==> config.mk <==
export PLATFORM = sky130hd
export DESIGN_NAME = i2c_clk_prescaler
export DESIGN_NICKNAME = d
export VERILOG_FILES = /design/src/rtl/i2c_clk_prescaler.sv
export SDC_FILE = /design/constraint.sdc
export NUM_CORES = 1
export LEC_CHECK = 0
export ABC_AREA = 1
export ABC_CLOCK_PERIOD_IN_PS = 2300
export BUFFER_PORTS_ARGS = -buffer_cell sky130_fd_sc_hd__buf_2
export CAP_MARGIN = 0
export CORE_MARGIN = 2
export CORE_UTILIZATION = 59
export CTS_CLUSTER_SIZE = 16
export DETAILED_ROUTE_END_ITERATION = 8
export GPL_TIMING_DRIVEN = 0
export PLACE_DENSITY = 0.84
export SETUP_SLACK_MARGIN = 0.2
export SLEW_MARGIN = 20
export SYNTH_ARGS = -nofsm -noshare
export SYNTH_HDL_FRONTEND = slang
export SYNTH_SLANG_ARGS = --single-unit
==> constraint.sdc <==
create_clock -name clk -period 2.3 [get_ports clk]
set_input_delay 0.115 -clock clk [delete_from_list [all_inputs] [get_ports clk]]
set_output_delay 0.115 -clock clk [all_outputs]
set_load 0.02 [all_outputs]
==> src/rtl/i2c_clk_prescaler.sv <==
module i2c_clk_prescaler #(
  parameter int LEG_DIV0 = 4,
  parameter int LEG_DIV1 = 8,
  parameter int LEG_DIV2 = 16,
  parameter int LEG_DIV3 = 32
) (
  input  logic       clk,
  input  logic       rst_n,
  input  logic [2:0] ratio_code,
  input  logic [1:0] legacy_sel,
  output logic       tick,
  output logic       cfg_err
);
  localparam int MAX_A   = (LEG_DIV0 > LEG_DIV1) ? LEG_DIV0 : LEG_DIV1;
  localparam int MAX_B   = (LEG_DIV2 > LEG_DIV3) ? LEG_DIV2 : LEG_DIV3;
  localparam int MAX_L   = (MAX_A > MAX_B) ? MAX_A : MAX_B;
  localparam int MAX_DIV = (MAX_L > 6) ? MAX_L : 6;
  localparam int CNT_W   = $clog2(MAX_DIV);

  logic [4:0]       eff_in, cfg_q;
  logic             cfg_vld, half, tick_q, reserved;
  logic [CNT_W-1:0] cnt, last;

  assign eff_in   = {ratio_code, (ratio_code == 3'b000) ? legacy_sel : 2'b00};
  assign reserved = cfg_q[4:2] >= 3'd5;
  assign cfg_err  = cfg_vld && reserved;
  assign tick     = tick_q;

  always_comb begin
    case (cfg_q[4:2])
      3'b000: begin
        case (cfg_q[1:0])
          2'd0:    last = CNT_W'(LEG_DIV0 - 1);
          2'd1:    last = CNT_W'(LEG_DIV1 - 1);
          2'd2:    last = CNT_W'(LEG_DIV2 - 1);
          default: last = CNT_W'(LEG_DIV3 - 1);
        endcase
      end
      3'b001:  last = half ? CNT_W'(2) : CNT_W'(1);
      3'b010:  last = CNT_W'(2);
      3'b011:  last = CNT_W'(4);
      3'b100:  last = CNT_W'(5);
      default: last = '0;
    endcase
  end

  always_ff @(posedge clk or negedge rst_n) begin
    if (!rst_n) begin
      cfg_q   <= '0;
      cfg_vld <= 1'b0;
      cnt     <= '0;
      half    <= 1'b0;
      tick_q  <= 1'b0;
    end else if (!cfg_vld || eff_in != cfg_q) begin
      cfg_q   <= eff_in;
      cfg_vld <= 1'b1;
      cnt     <= '0;
      half    <= 1'b0;
      tick_q  <= 1'b0;
    end else if (reserved) begin
      cnt    <= '0;
      tick_q <= 1'b0;
    end else if (cnt == last) begin
      cnt    <= '0;
      half   <= ~half;
      tick_q <= 1'b1;
    end else begin
      cnt    <= cnt + 1'b1;
      tick_q <= 1'b0;
    end
  end
endmodule


After elaboration in Yosys (flattened, before gate mapping):

Index checks and enable logic that the tools add are counted.

* add/subtract/negate cells: 1
* multipliers: 0
* div/mod/pow operators: 0
* magnitude comparators: 1
* equal/unequal tests: 9
* shift-type cells: 0
* mux-type cells: 13
* bitwise operators: 1
* reductions and logical operators: 8

Operators by type and width (count)
* $pmux W5 S5: 1
* $mux W5: 3
* $pmux W5 S3: 1
* $eq A3 B2 Y1 const B: 2
* $logic_not A3 Y1: 2
* $mux W1: 6
* $add A5 B1 Y5 const B: 1
* $eq A5 B5 Y1: 1
* $ne A5 B5 Y1: 1
* $mux W2: 2
* $eq A3 B1 Y1 const B: 1
* $eq A3 B3 Y1 const B: 1
* $ge A3 B3 Y1 const B: 1
* $eq A2 B1 Y1 const B: 1
* $eq A2 B2 Y1 const B: 1
* $logic_not A2 Y1: 1
* $ne A2 B1 Y1 const B: 1
* $reduce_and A2 Y1: 1
* $reduce_bool A2 Y1: 1
* $logic_and A1 B1 Y1: 1
* $logic_not A1 Y1: 1
* $logic_or A1 B1 Y1: 1
* $not A1 Y1: 1

* register bits after elaboration: 13
* latch bits: 0
* bits in writable memories: 0
* bits in read-only memories: 0
* output and inout bits: 2
* memories: 0

Depth between registers and ports, before layout:

Gate-level depths: netlist of the first run.

* depth in word-level cells: 7
* mapped depth: 12
* mapped depth without buffers: 12

Worst setup path after synthesis of the first run:

OpenSTA, ideal clock, no wires.

* kind: flip-flop to flip-flop
* start point: register cfg_q[2]
* end point: register half
* library setup time: 116 ps
* data arrival time: 1200 ps
* data required time: 2184 ps
* setup slack: 983 ps
* stages on the path, launching flop included: 11
* path buffers: 0
* period minus slack after synthesis: 1317 ps
* path through: dfrtp_1 -> nor2_4 -> nand3_1 -> nand2_1 -> inv_2 -> nor2_2 -> nand3_2 -> nand2_1 -> nand2_1 -> nand2_1 -> nand2_1

* word-level cells in the longest chain between the ends: 5
* elaborated cells between the ends (all ways): 14
* classes of those cells: 1 x order compare; 7 x eq/ne; 2 x mux; 4 x reduce/logical

RTL lines
* start: declaration: RTL line 20 `logic [4:0] eff_in, cfg_q;`
* start signal: assignment: RTL line 55 `cfg_q <= eff_in;`
* $eq A3 B3 Y1, or another cell as far along: RTL line 30 `case (cfg_q[4:2])`
* $pmux W5 S5: RTL line 30
* $eq A5 B5 Y1: RTL line 63 `end else if (cnt == last) begin`
* $reduce_bool A2 Y1 (no source line)
* $reduce_and A2 Y1 (no source line)
* end signal: assignment: RTL line 65 `half <= ~half;`
* end: declaration: RTL line 21 `logic cfg_vld, half, tick_q, reserved;`

Parallel ways exist; a longest one is shown, timed or not.
A chain may end at the register's enable or synchronous reset.

Worst setup path after layout of the first run:

* start point: register cfg_q[4]
* end point: register half

Same word-level chain as after synthesis.

==> out/qor.yml, run 1 <==
initial_core_util_pct: 61.6
hold_viol: 0
peakVddDrop_mv: 0.409
grt_overflow: 0
yosys_register_bits: 13
clockBufferDepth: 2
cp_max_fo: 8
leakage_nw: 0.487
synthDistinctLibCells: 18
p_comb_share_pct: 14.0
clk_pin_slew_ns: 0.07
die_area_sq_um: 1650
synth_top_area_share_pct: 41.1
synth_area_per_cell_sq_um: 7.27
die_w_um: 40.6
syn_inst: 109
synth_area_leaders: "dfrtp_1 (41%), nand2_1 (13%), inv_1 (8.5%)"
num_io_pins: 9
synth_common_cells: "nand2_1 (28), inv_1 (18), dfrtp_1 (13)"
maxSlewViolCount: 0
synth-edff-count: 0
gp_congestion: 0.802
path_class: "register to register"
clockRootBuffer: "clkbuf_4"
syn_area_sq_um: 792
area_delta_synth_final_pct: 12.0
core-area_sq_um: 1280
startpoint_type: "register"
outcome: "complete, no violations"
grt_max_degree: 14
grt_pass1_vias: 620
synth_largest_area_cell: "dfrtp_1"
cts_buffers: 3
tns_ns: 0
power.internal_mw: 0.323
fillers: 108
fin_crit_sh_pct: 66.2
setup_viol: 0
drc: 0
yosysSeqAreaShare_pct: 41.1
num_antenna_cells: 0
post_cts_buffers: 0
final_util_pct: 69.0
wl_per_cell_um: 10.8
required_ns: 2.47
maxCapViolations: 0
swShare_pct: 27.1
dp_hpwl_mm: 1.16
end_kind: "register"
async_flop_share_pct: 100
cts_sinks: 13
cts_resized: 0
synth_flop_cell: "dfrtp_1"
first_iter_violations: 18
yosysMostFrequentCell: "nand2_1"
power-per-cell-area_nw_per_um2: 500
h-tree-depth: 1
clock_skew_ns: 0.00498
netSwitchingPower_mw: 0.120
pwr-share-clk_pct: 31.6
yosysWarningCount: 0
synth_fp_nets: 117
rows: 13
postRouteWirelength_mm: 1.48
clkLatencyLatePin_ns: 0.27
drtAntennaViolNets: 0
final_nets: 131
portBuffers: 8
vias: 666
firstDrtPassIters: 4
antenna_found_initial: 0
min_period_ns: 1.52
rsz0062_at_grt: "false"
viasPerCell: 4.86
drive_gt1_share_pct: 18.9
worstPathArrival_ns: 1.69
track_usage_pct: 23.0
grt_pass1_wl_mm: 2.46
cts_tree: "done"
hold_path_class: "primary input to register"
die_y_um: 40.6
p_seq_share_pct: 54.4
fmax_ghz: 0.657
==> power groups by stage <==
stage / Combinational, mW / Sequential [mW] / Clock [mW]
2_1_floorplan: 0.0407 / 0.245 / 0
3_3_place_gp: 0.0573 / 0.246 / 0
5_1_grt: 0.0699 / 0.242 / 0.154
6_report: 0.0619 / 0.241 / 0.140
4_1_cts: 0.0617 / 0.241 / 0.143
3_5_place_dp: 0.0600 / 0.246 / 0
==> registers in the layout, indices dropped and copies added, names as in the netlist <==
name / flops
cnt: 5
cfg_q: 5
cfg_vld: 1
half: 1
tick: 1
==> path summary, 6_finish.rpt <==
| path | from | endpoint | slack [ns] | cells past startpoint |
|---|---|---|---|---|
| worst min register to register | half | half | 0.50 | 2 |
| max in group asynchronous | rst_n | cfg_q[1] | 1.82 | 2 |
| min in group asynchronous | rst_n | cnt[4] | 0.26 | 2 |
| worst max register to register | cfg_q[4] | half | 0.78 | 10 |
| worst max-delay path | cfg_q[4] | half | 0.78 | 10 |
| worst min-delay path | ratio_code[1] | cfg_q[3] | 0.06 | 2 |
==> metal layers <==
layer	vias to the layer above	wire length, um	GRT usage, %
li1	356	-	-
met1	290	680	28.6
met2	18	722	37.7
met3	2	62	5.43
met4	0	10	10.0
met5	-	0	0
==> what timing repair did <==
action                     4_1_cts  5_1_grt
hold endpoints to repair        13        0
setup endpoints to repair        0        0
hold buffers                     1        0
==> cells in the final DEF, fill, tap and decap left out, drive strengths merged <==
master,synthesis,routed
nand2,29,29
inv,22,22
nand3,14,14
nor2,14,14
dfrtp,13,13
buf,0,8
clkbuf,3,7
xor2,5,5
nand4,4,4
nor3,2,2
xnor2,1,1
ha,1,1
conb,1,1
dlygate4sd3,0,1
==> through the flow <==
step	instance area (sq um)	instances	hold slack (ns)	total power, mW	worst slack (ns)
2_1_floorplan	792	109	-0.181	0.286	0.983
3_3_place_gp	851	132	0.00802	0.303	0.859
3_5_place_dp	851	132	0.0137	0.306	0.795
4_1_cts	887	137	0.0498	0.446	0.782
5_1_grt	887	137	0.0677	0.466	0.672
6_report	887	137	0.0575	0.443	0.778
==> cells by family after synthesis <==
kind of cell	after synthesis	share of synthesized area, %
fa+ha+maj	1	1.58
simple gates	63	38.4
xor+xnor	6	6.64
buf+inv	25	11.8
flops	13	41.1
other cells	1	0.473
==> critical path, cell delays in order (launching register included) <==
cell	delay, ns
dfrtp_1	0.41
inv_1	0.22
nand3_1	0.16
nand3_1	0.12
nand2_1	0.07
nor2_2	0.09
nand3_2	0.11
nand2_1	0.10
nand2_1	0.05
nand2_1	0.05
nand2_1	0.04
==> area by class of cell <==
cell class              instances  area [sq um]  share of cell area [%]
inverters                      22          82.6                    9.31
clock buffers                   4          26.3                    2.96
repair buffers                  9          50.0                    5.64
well taps                      15          18.8                    2.12
plain buffers                   3          11.3                    1.27
multi-input cells              71           373                    42.0
flip-flops and latches         13           325                    36.7
Power figures use the tool's default switching activity.
==> run 2: changes to the inputs <==
- ABC_CLOCK_PERIOD_IN_PS: 2300 -> 1300
- CORE_UTILIZATION: 59 -> 50
- PLACE_DENSITY: 0.84 -> 0.77
- clock period: 2.3 -> 1.3 ns (I/O delays scaled with it)
==> run 2 against run 1 <==
  * The flow now finishes with violations (negative setup slack)
  * Clock power up 84%
  * Cell count up 7.3%
  * Critical path type unchanged
  * Global-route usage down 1.7 points
  * Total power up 90%
  * Fmax up 3.1%
  * Core utilization down 0.63 points
  * Worst setup slack worse by 0.95 ns
  * Register-to-register slack worse by 0.95 ns
  * Critical endpoint unchanged
==> out/qor.yml, run 2 (synthesis gave the netlist of run 1 again) <==
vias: 748  # +12%
worstPathArrival_ns: 1.66  # -0.03 ns
min_period_ns: 1.48  # -0.0457 ns
grt_overflow: 0  # unchanged
clockRootBuffer: "clkbuf_4"
maxCapViolations: 0  # unchanged
worst_r2r_path_depth: 10  # unchanged
antenna_found_initial: 0  # unchanged
outcome: "finished, violations left"
leakage_nw: 0.531  # +9.1%
failed_checks: "negative setup slack"
maxSlewViolCount: 0  # unchanged
critPathSlowestCell: "dfrtp_2"
mostFrequentLayoutCell: "nand2_1"
fin_cells: 147  # +7.3%
cts_sinks: 13  # unchanged
die_y_um: 43.8  # +7.8%
final_cell_mix: "nand2_1 (26), inv_1 (16), dfrtp_1 (11)"
clock_skew_ns: 0.00147  # -0.00351 ns
startpoint_type: "register"
viasPerCell: 5.09  # +4.7%
num_io_pins: 9  # unchanged
postRouteWirelength_mm: 1.64  # +11%
die_area_sq_um: 1920  # +16%
path_class: "register to register"
fin_crit_sh_pct: 114  # +47 points
die_w_um: 43.8  # +7.8%
critical-path-max-stage-delay_ns: 0.44  # +0.03 ns
clkLatencyLatePin_ns: 0.28  # about the same
placed_cells: 133  # +0.76%
drc: 0  # unchanged
hold_ws_ns: 0.0155  # -0.0420 ns
hold_viol: 0  # unchanged
power-per-cell-area_nw_per_um2: 825  # +65%
h-tree-depth: 1  # unchanged
clk_pin_slew_ns: 0.08  # about the same
clockBufferDepth: 2  # unchanged
min_path_cells: 2  # unchanged
grt_pass1_vias: 682  # +10%
setup_viol: 8  # +8
required_ns: 1.48  # -0.99 ns
firstDrtPassIters: 4  # unchanged
cts_tree: "done"
cts_buffers: 3  # unchanged
gp_congestion: 0.773  # -3.7%
grt_pass1_wl_mm: 2.90  # +18%
rows: 14  # +1
cp_max_fo: 7  # -1
portBuffers: 8  # unchanged
final_nets: 140  # +6.9%
dp_hpwl_mm: 1.06  # -8.9%
layout_setup_ws_ns: -0.176  # -0.954 ns
hold_path_class: "primary input to register"
end_kind: "register"
top_regs: "cfg_q (5), cnt (5)"
core-area_sq_um: 1490  # +16%
track_usage_pct: 21.3  # -1.7 points
area_delta_synth_final_pct: 28.6
first_iter_violations: 21  # +3
p_total_mw: 0.840  # +90%
drtAntennaViolNets: 0  # unchanged
crit_top_cell: "nand2_1"
cp_cell_sequence: "nor2_4 > nand3_2 > nand2_1 > nand2_1 > nor2_1 > nand3_2 > nand2_2 > nand2_2 > nand2_1 > nand2_1"
peakVddDrop_mv: 0.641  # +57%
grt_max_degree: 14  # unchanged
drive_gt1_share_pct: 32.8  # +14 points
num_antenna_cells: 0  # unchanged
wl_per_cell_um: 11.1  # +3.6%
initial_core_util_pct: 53.2  # -8.4 points
fmax_ghz: 0.678  # +3.1%
rsz0062_at_grt: "true"
## run 2: worst paths after layout
| kind | from | end | slack [ns] |
|---|---|---|---|
| setup / recovery | cfg_q[3] | half | -0.18 |
| hold / removal | ratio_code[0] | cfg_q[2] | 0.02 |
| setup reg to reg | cfg_q[3] | half | -0.18 |
| hold reg to reg | half | half | 0.52 |
| max in group asynchronous | rst_n | cfg_q[2] | 0.88 |
| min in group asynchronous | rst_n | cfg_q[3] | 0.18 |
## run 2: report_power, final
part	internal, mW	switching (mW)	total, mW
logic	0.0661	0.0877	0.154
registers	0.415	0.0136	0.429
clock network	0.119	0.138	0.258
total	0.601	0.240	0.840
## run 2: metrics by stage
step / worst slack [ns] / setup TNS, ns / area (sq um) / util, %
finish: -0.176 / -1.10 / 1020 / 68.4
global route: -0.328 / -2.03 / 1020 / 68.4
CTS: -0.132 / -0.718 / 980 / 65.8
detailed placement: -0.157 / -0.680 / 852 / 57.2
global placement: -0.120 / -0.470 / 852 / 57.2
floorplan: -0.0170 / -0.0170 / 792 / -
## run 2: area by class of cell
| type | instances | area [sq um] |
|---|---|---|
| inverter | 22 | 87.6 |
| timing repair buffer | 18 | 133 |
| multi-input combinational | 71 | 413 |
| clock buffer | 4 | 26.3 |
| fill | 103 | 470 |
| buffer | 3 | 11.3 |
| tap | 16 | 20.0 |
| sequential | 13 | 328 |
## run 2: worst max-delay path: cells and delay by family, from the launching register on
family	cells	cell delay (ns)
flip-flops	1	0.44
AND/OR/NAND/NOR	10	0.92
## run 2: metal layers
layer	vias up	part of all wire, %	GRT usage [%]
li1	372	-	-
met1	344	44	29.8
met2	24	49	29.4
met3	8	4.8	5.00
met4	0	2.2	13.9
met5	-	0	0
## run 2: timing repair
| item | 4_1_cts | 5_1_grt |
|---|---|---|
| pin swaps | 8 | 4 |
| setup buffers | 6 | 1 |
| endpoints found under the setup margin | 8 | 8 |
| hold buffers | 3 | 0 |
| endpoints found under the hold margin | 15 | 0 |
| resized for setup | 10 | 9 |
